File: src/rtl/dslope_pkg.sv
package dslope_pkg;

    typedef enum logic [1:0] {
        PH_IDLE    = 2'd0,
        PH_SETTLE  = 2'd1,
        PH_RUNUP   = 2'd2,
        PH_RUNDOWN = 2'd3
    } phase_e;

    function automatic int unsigned pow10(input int unsigned e);
        int unsigned v;
        v = 1;
        for (int unsigned i = 0; i < e; i++) v = v * 10;
        return v;
    endfunction

endpackage

File: src/rtl/dslope_bcd_chain.sv
module dslope_bcd_chain
    import dslope_pkg::*;
#(
    parameter int unsigned DIGITS = 4,
    localparam int unsigned W = 4 * DIGITS + 2
) (
    input  logic         clk,
    input  logic         rst_n,
    input  logic         clr,
    input  logic         inc,
    output logic [W-1:0] value
);

    typedef struct packed {
        logic [1:0]              lead;
        logic [DIGITS-1:0][3:0]  dec;
    } chain_t;

    chain_t cur_q, nxt_d;
    logic   carry;

    always_comb begin
        nxt_d = cur_q;
        carry = inc;
        for (int i = 0; i < DIGITS; i++) begin
            if (carry) begin
                if (cur_q.dec[i] == 4'd9) begin
                    nxt_d.dec[i] = 4'd0;
                end else begin
                    nxt_d.dec[i] = cur_q.dec[i] + 4'd1;
                    carry = 1'b0;
                end
            end
        end
        if (carry) nxt_d.lead = cur_q.lead + 2'd1;
        if (clr)   nxt_d = '0;
    end

    always_ff @(posedge clk or negedge rst_n) begin
        if (!rst_n) cur_q <= '0;
        else        cur_q <= nxt_d;
    end

    assign value = cur_q;

    for (genvar g = 0; g < DIGITS; g++) begin : g_chk
        p_decade_range_r6: assert property (@(posedge clk) disable iff (!rst_n)
            cur_q.dec[g] <= 4'd9)
            else $error("decade %0d out of BCD range", g);
    end

endmodule

File: src/rtl/dslope_sequencer.sv
module dslope_sequencer
    import dslope_pkg::*;
#(
    parameter int unsigned SETTLE_CYCLES  = 2000,
    parameter int unsigned RUNUP_CYCLES   = 20000,
    parameter int unsigned TIMEOUT_CYCLES = 40000,
    localparam int unsigned TW = $clog2(TIMEOUT_CYCLES + SETTLE_CYCLES + RUNUP_CYCLES + 1)
) (
    input  logic   clk,
    input  logic   rst_n,
    input  logic   start,
    input  logic   cmp_zero,
    output phase_e phase,
    output logic   chain_clr,
    output logic   chain_inc,
    output logic   xfer,
    output logic   force_ovr
);

    localparam logic [TW-1:0] SET_LAST = TW'(SETTLE_CYCLES - 1);
    localparam logic [TW-1:0] RU_LAST  = TW'(RUNUP_CYCLES - 1);
    localparam logic [TW-1:0] TMO_LAST = TW'(TIMEOUT_CYCLES - 1);

    typedef struct packed {
        phase_e          phase;
        logic [TW-1:0]   tick;
    } seq_t;

    seq_t cur_q, nxt_d;

    always_comb begin
        nxt_d     = cur_q;
        chain_clr = 1'b0;
        chain_inc = 1'b0;
        xfer      = 1'b0;
        force_ovr = 1'b0;
        case (cur_q.phase)
            PH_IDLE: begin
                if (start) begin
                    nxt_d.phase = PH_SETTLE;
                    nxt_d.tick  = '0;
                    chain_clr   = 1'b1;
                end
            end
            PH_SETTLE: begin
                if (cur_q.tick == SET_LAST) begin
                    nxt_d.phase = PH_RUNUP;
                    nxt_d.tick  = '0;
                end else begin
                    nxt_d.tick = cur_q.tick + 1'b1;
                end
            end
            PH_RUNUP: begin
                chain_inc = 1'b1;
                if (cur_q.tick == RU_LAST) begin
                    nxt_d.phase = PH_RUNDOWN;
                    nxt_d.tick  = '0;
                    chain_clr   = 1'b1;
                end else begin
                    nxt_d.tick = cur_q.tick + 1'b1;
                end
            end
            PH_RUNDOWN: begin
                if (cmp_zero) begin
                    xfer        = 1'b1;
                    nxt_d.phase = PH_IDLE;
                    nxt_d.tick  = '0;
                end else if (cur_q.tick == TMO_LAST) begin
                    xfer        = 1'b1;
                    force_ovr   = 1'b1;
                    nxt_d.phase = PH_IDLE;
                    nxt_d.tick  = '0;
                end else begin
                    chain_inc  = 1'b1;
                    nxt_d.tick = cur_q.tick + 1'b1;
                end
            end
            default: nxt_d = '0;
        endcase
    end

    always_ff @(posedge clk or negedge rst_n) begin
        if (!rst_n) cur_q <= '0;
        else        cur_q <= nxt_d;
    end

    assign phase = cur_q.phase;

    p_start_ignored_r10: assert property (@(posedge clk) disable iff (!rst_n)
        (cur_q.phase == PH_RUNUP && cur_q.tick != RU_LAST) |=> (cur_q.phase == PH_RUNUP))
        else $error("charge phase disturbed");

    p_settle_order_r2: assert property (@(posedge clk) disable iff (!rst_n)
        (cur_q.phase == PH_SETTLE) |=> (cur_q.phase == PH_SETTLE || cur_q.phase == PH_RUNUP))
        else $error("settle left to wrong phase");

    p_tick_bound_r8: assert property (@(posedge clk) disable iff (!rst_n)
        (cur_q.phase == PH_RUNDOWN) |-> (cur_q.tick <= TMO_LAST))
        else $error("discharge exceeded timeout");

    p_idle_entry_r6: assert property (@(posedge clk) disable iff (!rst_n)
        (cur_q.phase == PH_IDLE && !$past(cur_q.phase == PH_IDLE)) |-> $past(cur_q.phase == PH_RUNDOWN))
        else $error("idle entered from a phase other than discharge");

endmodule

File: src/rtl/dslope_result_latch.sv
module dslope_result_latch #(
    parameter int unsigned DIGITS = 4,
    localparam int unsigned W = 4 * DIGITS + 2
) (
    input  logic         clk,
    input  logic         rst_n,
    input  logic         xfer,
    input  logic         force_ovr,
    input  logic [W-1:0] value,
    output logic [W-1:0] result,
    output logic         overrange,
    output logic         done
);

    typedef struct packed {
        logic [W-1:0] res;
        logic         ovr;
        logic         done;
    } lat_t;

    lat_t cur_q, nxt_d;

    always_comb begin
        nxt_d      = cur_q;
        nxt_d.done = xfer;
        if (xfer) begin
            nxt_d.res = value;
            nxt_d.ovr = force_ovr | value[W-1];
        end
    end

    always_ff @(posedge clk or negedge rst_n) begin
        if (!rst_n) cur_q <= '0;
        else        cur_q <= nxt_d;
    end

    assign result    = cur_q.res;
    assign overrange = cur_q.ovr;
    assign done      = cur_q.done;

    p_hold_r9: assert property (@(posedge clk) disable iff (!rst_n)
        !xfer |=> ($stable(result) && $stable(overrange)))
        else $error("result changed without transfer");

    p_done_single_r6: assert property (@(posedge clk) disable iff (!rst_n)
        done |=> !done)
        else $error("done wider than one cycle");

endmodule

File: src/rtl/dslope_seq.sv
module dslope_seq
    import dslope_pkg::*;
#(
    parameter int unsigned SETTLE_CYCLES = 2000,
    parameter int unsigned DIGITS        = 4,
    localparam int unsigned RUNUP_CYCLES   = 2 * pow10(DIGITS),
    localparam int unsigned TIMEOUT_CYCLES = 2 * RUNUP_CYCLES,
    localparam int unsigned W              = 4 * DIGITS + 2
) (
    input  logic         clk,
    input  logic         rst_n,
    input  logic         start,
    input  logic         cmp_zero,
    output logic         sw_signal,
    output logic         sw_zero_in,
    output logic         sw_autozero,
    output logic         sw_int_input,
    output logic         sw_int_ref,
    output logic         sw_int_reset,
    output logic         gate,
    output logic [W-1:0] result,
    output logic         overrange,
    output logic         done
);

    phase_e       phase;
    logic         chain_clr, chain_inc, xfer, force_ovr;
    logic [W-1:0] count;

    dslope_sequencer #(
        .SETTLE_CYCLES (SETTLE_CYCLES),
        .RUNUP_CYCLES  (RUNUP_CYCLES),
        .TIMEOUT_CYCLES(TIMEOUT_CYCLES)
    ) u_seq (
        .clk      (clk),
        .rst_n    (rst_n),
        .start    (start),
        .cmp_zero (cmp_zero),
        .phase    (phase),
        .chain_clr(chain_clr),
        .chain_inc(chain_inc),
        .xfer     (xfer),
        .force_ovr(force_ovr)
    );

    dslope_bcd_chain #(.DIGITS(DIGITS)) u_chain (
        .clk  (clk),
        .rst_n(rst_n),
        .clr  (chain_clr),
        .inc  (chain_inc),
        .value(count)
    );

    dslope_result_latch #(.DIGITS(DIGITS)) u_lat (
        .clk      (clk),
        .rst_n    (rst_n),
        .xfer     (xfer),
        .force_ovr(force_ovr),
        .value    (count),
        .result   (result),
        .overrange(overrange),
        .done     (done)
    );

    always_comb begin
        sw_signal    = 1'b0;
        sw_zero_in   = 1'b0;
        sw_autozero  = 1'b0;
        sw_int_input = 1'b0;
        sw_int_ref   = 1'b0;
        sw_int_reset = 1'b0;
        gate         = 1'b0;
        case (phase)
            PH_IDLE: begin
                sw_zero_in   = 1'b1;
                sw_autozero  = 1'b1;
                sw_int_reset = 1'b1;
            end
            PH_SETTLE: sw_signal = 1'b1;
            PH_RUNUP: begin
                sw_signal    = 1'b1;
                sw_int_input = 1'b1;
                gate         = 1'b1;
            end
            PH_RUNDOWN: begin
                sw_zero_in  = 1'b1;
                sw_autozero = 1'b1;
                sw_int_ref  = 1'b1;
            end
            default: ;
        endcase
    end

    p_ref_after_gate_r5: assert property (@(posedge clk) disable iff (!rst_n)
        $fell(gate) |-> sw_int_ref)
        else $error("discharge did not follow charge");

    p_done_idle_r6: assert property (@(posedge clk) disable iff (!rst_n)
        done |-> (sw_int_reset && !sw_int_ref))
        else $error("done outside idle");

    p_int_paths_r1: assert property (@(posedge clk) disable iff (!rst_n)
        $onehot0({sw_int_input, sw_int_ref, sw_int_reset}))
        else $error("integrator paths overlap");

endmodule

File: config.mk
export PLATFORM = sky130hd
export DESIGN_NAME = dslope_seq
export DESIGN_NICKNAME = d
export VERILOG_FILES = /design/src/rtl/dslope_pkg.sv /design/src/rtl/dslope_bcd_chain.sv /design/src/rtl/dslope_sequencer.sv /design/src/rtl/dslope_result_latch.sv /design/src/rtl/dslope_seq.sv
export SDC_FILE = /design/constraint.sdc
export NUM_CORES = 1
export LEC_CHECK = 0
export ABC_AREA = 1
export ABC_CLOCK_PERIOD_IN_PS = 2100
export BUFFER_PORTS_ARGS = -buffer_cell sky130_fd_sc_hd__buf_2
export CORE_UTILIZATION = 54
export DETAILED_ROUTE_END_ITERATION = 16
export GPL_TIMING_DRIVEN = 0
export PLACE_DENSITY_LB_ADDON = 0.1
export SETUP_SLACK_MARGIN = 0.15
export SLEW_MARGIN = 20
export SYNTH_ARGS = -nofsm -noshare
export SYNTH_HDL_FRONTEND = slang
export SYNTH_HIERARCHICAL = 1
export SYNTH_SLANG_ARGS = --single-unit
File: constraint.sdc
create_clock -name clk -period 2.1 [get_ports clk]
set_clock_uncertainty 0.1 [all_clocks]
set_input_delay 0.42 -clock clk [delete_from_list [all_inputs] [get_ports clk]]
set_output_delay 0.42 -clock clk [all_outputs]
set_load 0.02 [all_outputs]
Word level (Yosys, flattened, before mapping)
Index checks and enable logic that the tools add are counted.
{"block": "op_classes", "addsub": 6, "multipliers": 0, "div": 0, "order_cmp": 0, "n_eq_ne": 14, "n_shift": 0, "mux": 43, "bitwise": 1, "reduce_logical": 9}
{"operator": "18-bit one-hot mux with 4 select lines", "count": 1}
{"operator": "18-bit 2-to-1 mux", "count": 3}
{"operator": "16-bit 2-to-1 mux", "count": 3}
{"operator": "4-bit 2-to-1 mux", "count": 8}
{"operator": "1-bit 2-to-1 mux", "count": 22}
{"operator": "16-bit by 1-bit adder with 16-bit output, second input constant", "count": 1}
{"operator": "4-bit by 1-bit adder with 4-bit output, second input constant", "count": 4}
{"operator": "16-bit by 11-bit equality test with 1-bit output, second input constant", "count": 1}
{"operator": "16-bit by 15-bit equality test with 1-bit output, second input constant", "count": 1}
{"operator": "16-bit equality test, second input constant", "count": 1}
{"operator": "4-bit equality test, second input constant", "count": 4}
{"operator": "2-bit nonzero test", "count": 5}
{"operator": "2-bit 2-to-1 mux", "count": 4}
{"operator": "2-bit equality test, second input constant", "count": 2}
{"operator": "2-bit by 1-bit inequality test with 1-bit output, second input constant", "count": 2}
{"operator": "1-bit one-hot mux with 2 select lines", "count": 2}
{"operator": "4-bit AND reduction", "count": 1}
{"operator": "2-bit OR reduction", "count": 2}
{"operator": "3-bit by 2-bit inequality test with 1-bit output, second input constant", "count": 1}
{"operator": "2-bit by 1-bit adder with 2-bit output, second input constant", "count": 1}
{"operator": "2-bit by 1-bit equality test with 1-bit output, second input constant", "count": 1}
{"operator": "2-bit zero test", "count": 1}
{"operator": "2-bit inequality test, second input constant", "count": 1}
{"operator": "1-bit OR", "count": 1}
{"block": "word_totals", "ff_bits": 56, "latch_bits": 0, "ramBits": 0, "mem_bits_ro": 0, "input_bits": 4, "out_inout_bits": 27, "elab_cells": 83, "memories": 0}

Logic depth before layout (Yosys ltp)
{"block": "logic_depth", "word_depth": 10, "ltp_mapped": 13, "depth_no_buf": 13}

Modules after synthesis
Netlist, hierarchy kept.
{"mod": "dslope_sequencer", "n_inst": 1, "cells_each": 219, "area_each_um2": 1400.1, "seq_area_each_um2": 450.4}
{"mod": "dslope_bcd_chain", "n_inst": 1, "cells_each": 128, "area_each_um2": 1114.8, "seq_area_each_um2": 450.4}
{"mod": "dslope_result_latch", "n_inst": 1, "cells_each": 81, "area_each_um2": 764.5, "seq_area_each_um2": 500.5}
{"mod": "dslope_seq", "n_inst": 1, "cells_each": 8, "area_each_um2": 63.8, "seq_area_each_um2": 0.0}

Least setup slack after synthesis
No wires, ideal clock.
{"block": "synth_path", "kind": "register to register", "from": "register u_seq/cur_q[0] in the netlist's numbering", "to": "register u_chain.cur_q (netlist bit u_chain/value[16])", "setup_ns": 0.118, "arrival_ns": 1.921, "t_required_ns": 1.882, "path_slack_ns": -0.040, "path_stages_with_launch": 14, "n_path_buf": 1, "synth_period_minus_slack_ns": 2.140, "path_cell_list": "dfrtp_1 ha_1 nand2_1 inv_2 nand2_2 nor2_1 nand2_1 o21ai_0 inv_2 buf_6 nand2_2 nand4_1 nand2_1 nand2_1"}
{"block": "synth_between", "elab_cells_between_ends": 13, "cone_classes": "eq/ne: 2; mux: 10; reduce/logical: 1"}
{"element": "start: declaration", "line_no": "dslope_sequencer.sv:29", "source": "seq_t cur_q, nxt_d;"}
{"element": "start signal: assignment", "line_no": "dslope_sequencer.sv:84", "source": "else cur_q <= nxt_d;"}
{"element": "16-bit by 15-bit equality test with 1-bit output (*)", "line_no": "dslope_sequencer.sv:55", "source": "if (cur_q.tick == RU_LAST) begin"}
{"element": "1-bit 2-to-1 mux (*)", "line_no": "dslope_sequencer.sv:55"}
{"element": "1-bit one-hot mux with 2 select lines (*)", "line_no": "dslope_sequencer.sv:37", "source": "case (cur_q.phase)"}
{"element": "net chain_clr", "line_no": "dslope_seq.sv:27", "source": "logic chain_clr, chain_inc, xfer, force_ovr;"}
{"element": "18-bit 2-to-1 mux / 2-bit nonzero test (equally long branches)"}
{"element": "end signal: assignment", "line_no": "dslope_bcd_chain.sv:41", "source": "else cur_q <= nxt_d;"}
{"element": "end: declaration", "line_no": "dslope_bcd_chain.sv:19", "source": "chain_t cur_q, nxt_d;"}
The timed path passes the listed nets; every way through them passes the cells marked *.
A chain may end at the register's enable or synchronous reset.

Worst setup path in the final report
{"block": "layout_path", "from": "register u_seq/cur_q[1] in the netlist's numbering", "to": "register u_chain.cur_q (netlist bit u_chain/value[16])"}
The elaborated chain is that of the path after synthesis.

==> metrics <==
largest net degree at the start of global routing=57; count of nets after finishing=516; clk_lat worst skew=0.31 ns; Post-synth ARST share=100.0%; 1st-pass router iterations=4; Slew headroom=52.76%; Slew @ Worst Pin=0.7086 ns; Ys Warns=6; total number of vias=2,873; initial antenna violation count=0; Clock power frac=14.7%; final WL=7087 µm; Core Footprint=5956 µm²; total power=0.004120 W; Hold Crit Class=in -> async; # Max-Cap Violations=0; WL per Instance=12.39 µm; commonest non-fill, non-tap cell in the layout=nand2_1; Sw Pwr=0.001742 W; FMAX=515.7 MHz; crit path launch type=register; Comb pwr share=51.4%; vias in the first global route=2,532; Post-synth top flop=dfrtp_1; sequential power share=33.9%; ratio of final minimum period to clock period=92.35%; Setup CP Type=reg -> reg; Seq cells post-synth=56; Max FO, Critical Path=5; Avg Cell Area, Syn=7.668 µm²; Internal Pwr Total=0.002377 W; Antenna diodes=0; Die Y-Extent=80.69 µm; total negative slack=0 ns; DRT iter0 DRCs=133; die area=6510 µm²; # H-tree levels=2; vias per inst=5.023; Worst setup EP type=register; Mapped Nets=456; first-pass GRT wire length=11,410 µm; Final Hold Viols=0; R2R setup slack=0.16 ns; Reg clk slew, reported paths=0.10 ns; hpwl dp=4688 µm; I/O Buffers=30; # setup viols final=0; crit path DAT=2.05 ns; row count=28; Net Sw Frac=42.29%; CTS tree=done; fill count=527; post-route ant nets=0; synthesized instance count=436; EDFF count, synth=0; die width=80.69 µm; drc violations=0; Num CTS Buffers=5; layout cells sized above 1=24.95%; cell area after synthesis=3343 µm²; Max rail drop VDD=1.065 mV; Total Routing Usage GR=22.48%; clk buf depth=2; sequential cell area fraction in the yosys report=41.92%; GPL Wtd Cong=0.8569; clock root cell=clkbuf_8; CTS sink cnt=56; Final min period=1.939 ns; gr ovfl total=0; Layout area overhead=19.20%; Yosys cell types=31; status=finished clean; Initial Util=56.13%; P_leak=2.176 nW; WP data required=2.21 ns; RSZ-0062 raised after global routing=yes; PD cells=1034 nW/µm²; IO Count=31; fin. max-slew vios=0; most frequent cells in the layout=nand2_1 (159), dfrtp_1 (56), nor2_1 (41)
[through the flow]
step,hold slack [ns],cells,setup slack [ns],instance area [µm²],util [%]
after detailed placement,0.3531,541,-0.1176,3593,60.34
final,0.05385,572,0.1607,3985,66.91
after floorplan,0.02441,436,0.2116,3347,-
after global placement,0.3480,541,-0.05122,3591,60.29
after CTS,0.07715,560,0.1381,3814,64.03
after global routing,0.1117,572,0.08864,3985,66.91
[cell families after synthesis]
| logic type | after synthesis | synth area share (%) |
|---|---|---|
| adder cells (fa/ha/maj) | 16 | 5.988 |
| AND/OR/NAND/NOR | 273 | 36.26 |
| AO/OA/AOI/OAI | 25 | 4.529 |
| flip-flops | 56 | 41.92 |
| XOR/XNOR | 12 | 3.144 |
| buffers and inverters | 54 | 8.159 |
[path summary, 6_finish.rpt]
check                                       startpoint                       endpoint  cells past startpoint
hold reg to reg            u_lat/result[4]$_DFFE_PN0P_    u_lat/result[4]$_DFFE_PN0P_                      2
setup / recovery            u_seq/cur_q[1]$_DFFE_PN0N_  u_chain/value[16]$_DFFE_PN0P_                     13
setup reg to reg            u_seq/cur_q[1]$_DFFE_PN0N_  u_chain/value[16]$_DFFE_PN0P_                     13
min in group clk                              cmp_zero           u_lat/done$_DFF_PN0_                      3
max in group asynchronous                        rst_n  u_chain/value[13]$_DFFE_PN0P_                      1
hold / removal                                   rst_n   u_lat/result[17]$_DFFE_PN0P_                      1
[repair_timing]
item                       CTS  global route
pin swaps                    3            12
hold buffers                 0             0
cloned                       0             1
gates resized for setup     13            22
setup buffers               11            11
setup endpoints to repair   44            45
[power by group through the flow]
stage          registers (W)  clock network (W)  logic, W
6_report             0.00140           0.000605   0.00212
3_5_place_dp         0.00144                  0   0.00166
2_1_floorplan        0.00149                  0   0.00117
5_1_grt              0.00142           0.000664   0.00232
4_1_cts              0.00139           0.000624   0.00188
3_3_place_gp         0.00143                  0   0.00162
[worst max-delay path: stages, from the launching register on]
cell and delay (ns):
dfrtp_1 0.37, ha_2 0.18, nand2_1 0.06, inv_2 0.09, nand2_4 0.08, nor2_2 0.09, nand2_2 0.08, o21ai_4 0.20
inv_4 0.08, buf_12 0.14, nand2_4 0.08, nand4_1 0.13, nand2_1 0.10, nand2_1 0.05
[synth_stat cells, drive strengths merged (5+ instances only)]
library cell / instances / share of area, %
a21oi: 8 / 1.2
xnor2: 5 / 1.3
nand4: 8 / 1.5
ha: 16 / 6.0
o21ai: 8 / 1.5
inv: 42 / 4.7
nand3: 32 / 5.8
nand2: 176 / 21
xor2: 7 / 1.8
dfrtp: 56 / 42
nor2: 50 / 6.1
buf: 12 / 3.4
[flip-flops by register name (all words and copies together), names as in the netlist]
name,count
u_chain/value,18
u_lat/done,1
u_lat/overrange,1
u_lat/result,18
u_seq/cur_q,16
u_seq/phase,2
[final cells by class]
class | instances | area (µm²) | share of cell area [%]
Tap cell | 75 | 93.84 | 2.355
Timing Repair Buffer | 53 | 349.1 | 8.760
Buffer | 12 | 131.4 | 3.297
Clock inverter | 1 | 8.758 | 0.2198
Multi-Input combinational cell | 326 | 1762 | 44.21
Inverter | 42 | 162.7 | 4.082
Clock buffer | 7 | 76.32 | 1.915
Sequential cell | 56 | 1401 | 35.16
[per-layer routing]
layer	GRT usage [%]	up-vias	wire length (µm)	share of wire, %
li1	-	1492	-	-
met1	30.69	1320	3384	48
met2	36.95	51	3378	48
met3	3.409	10	238	3.4
met4	5.893	0	85	1.2
met5	0	-	0	0
Power figures use the tool's default switching activity.
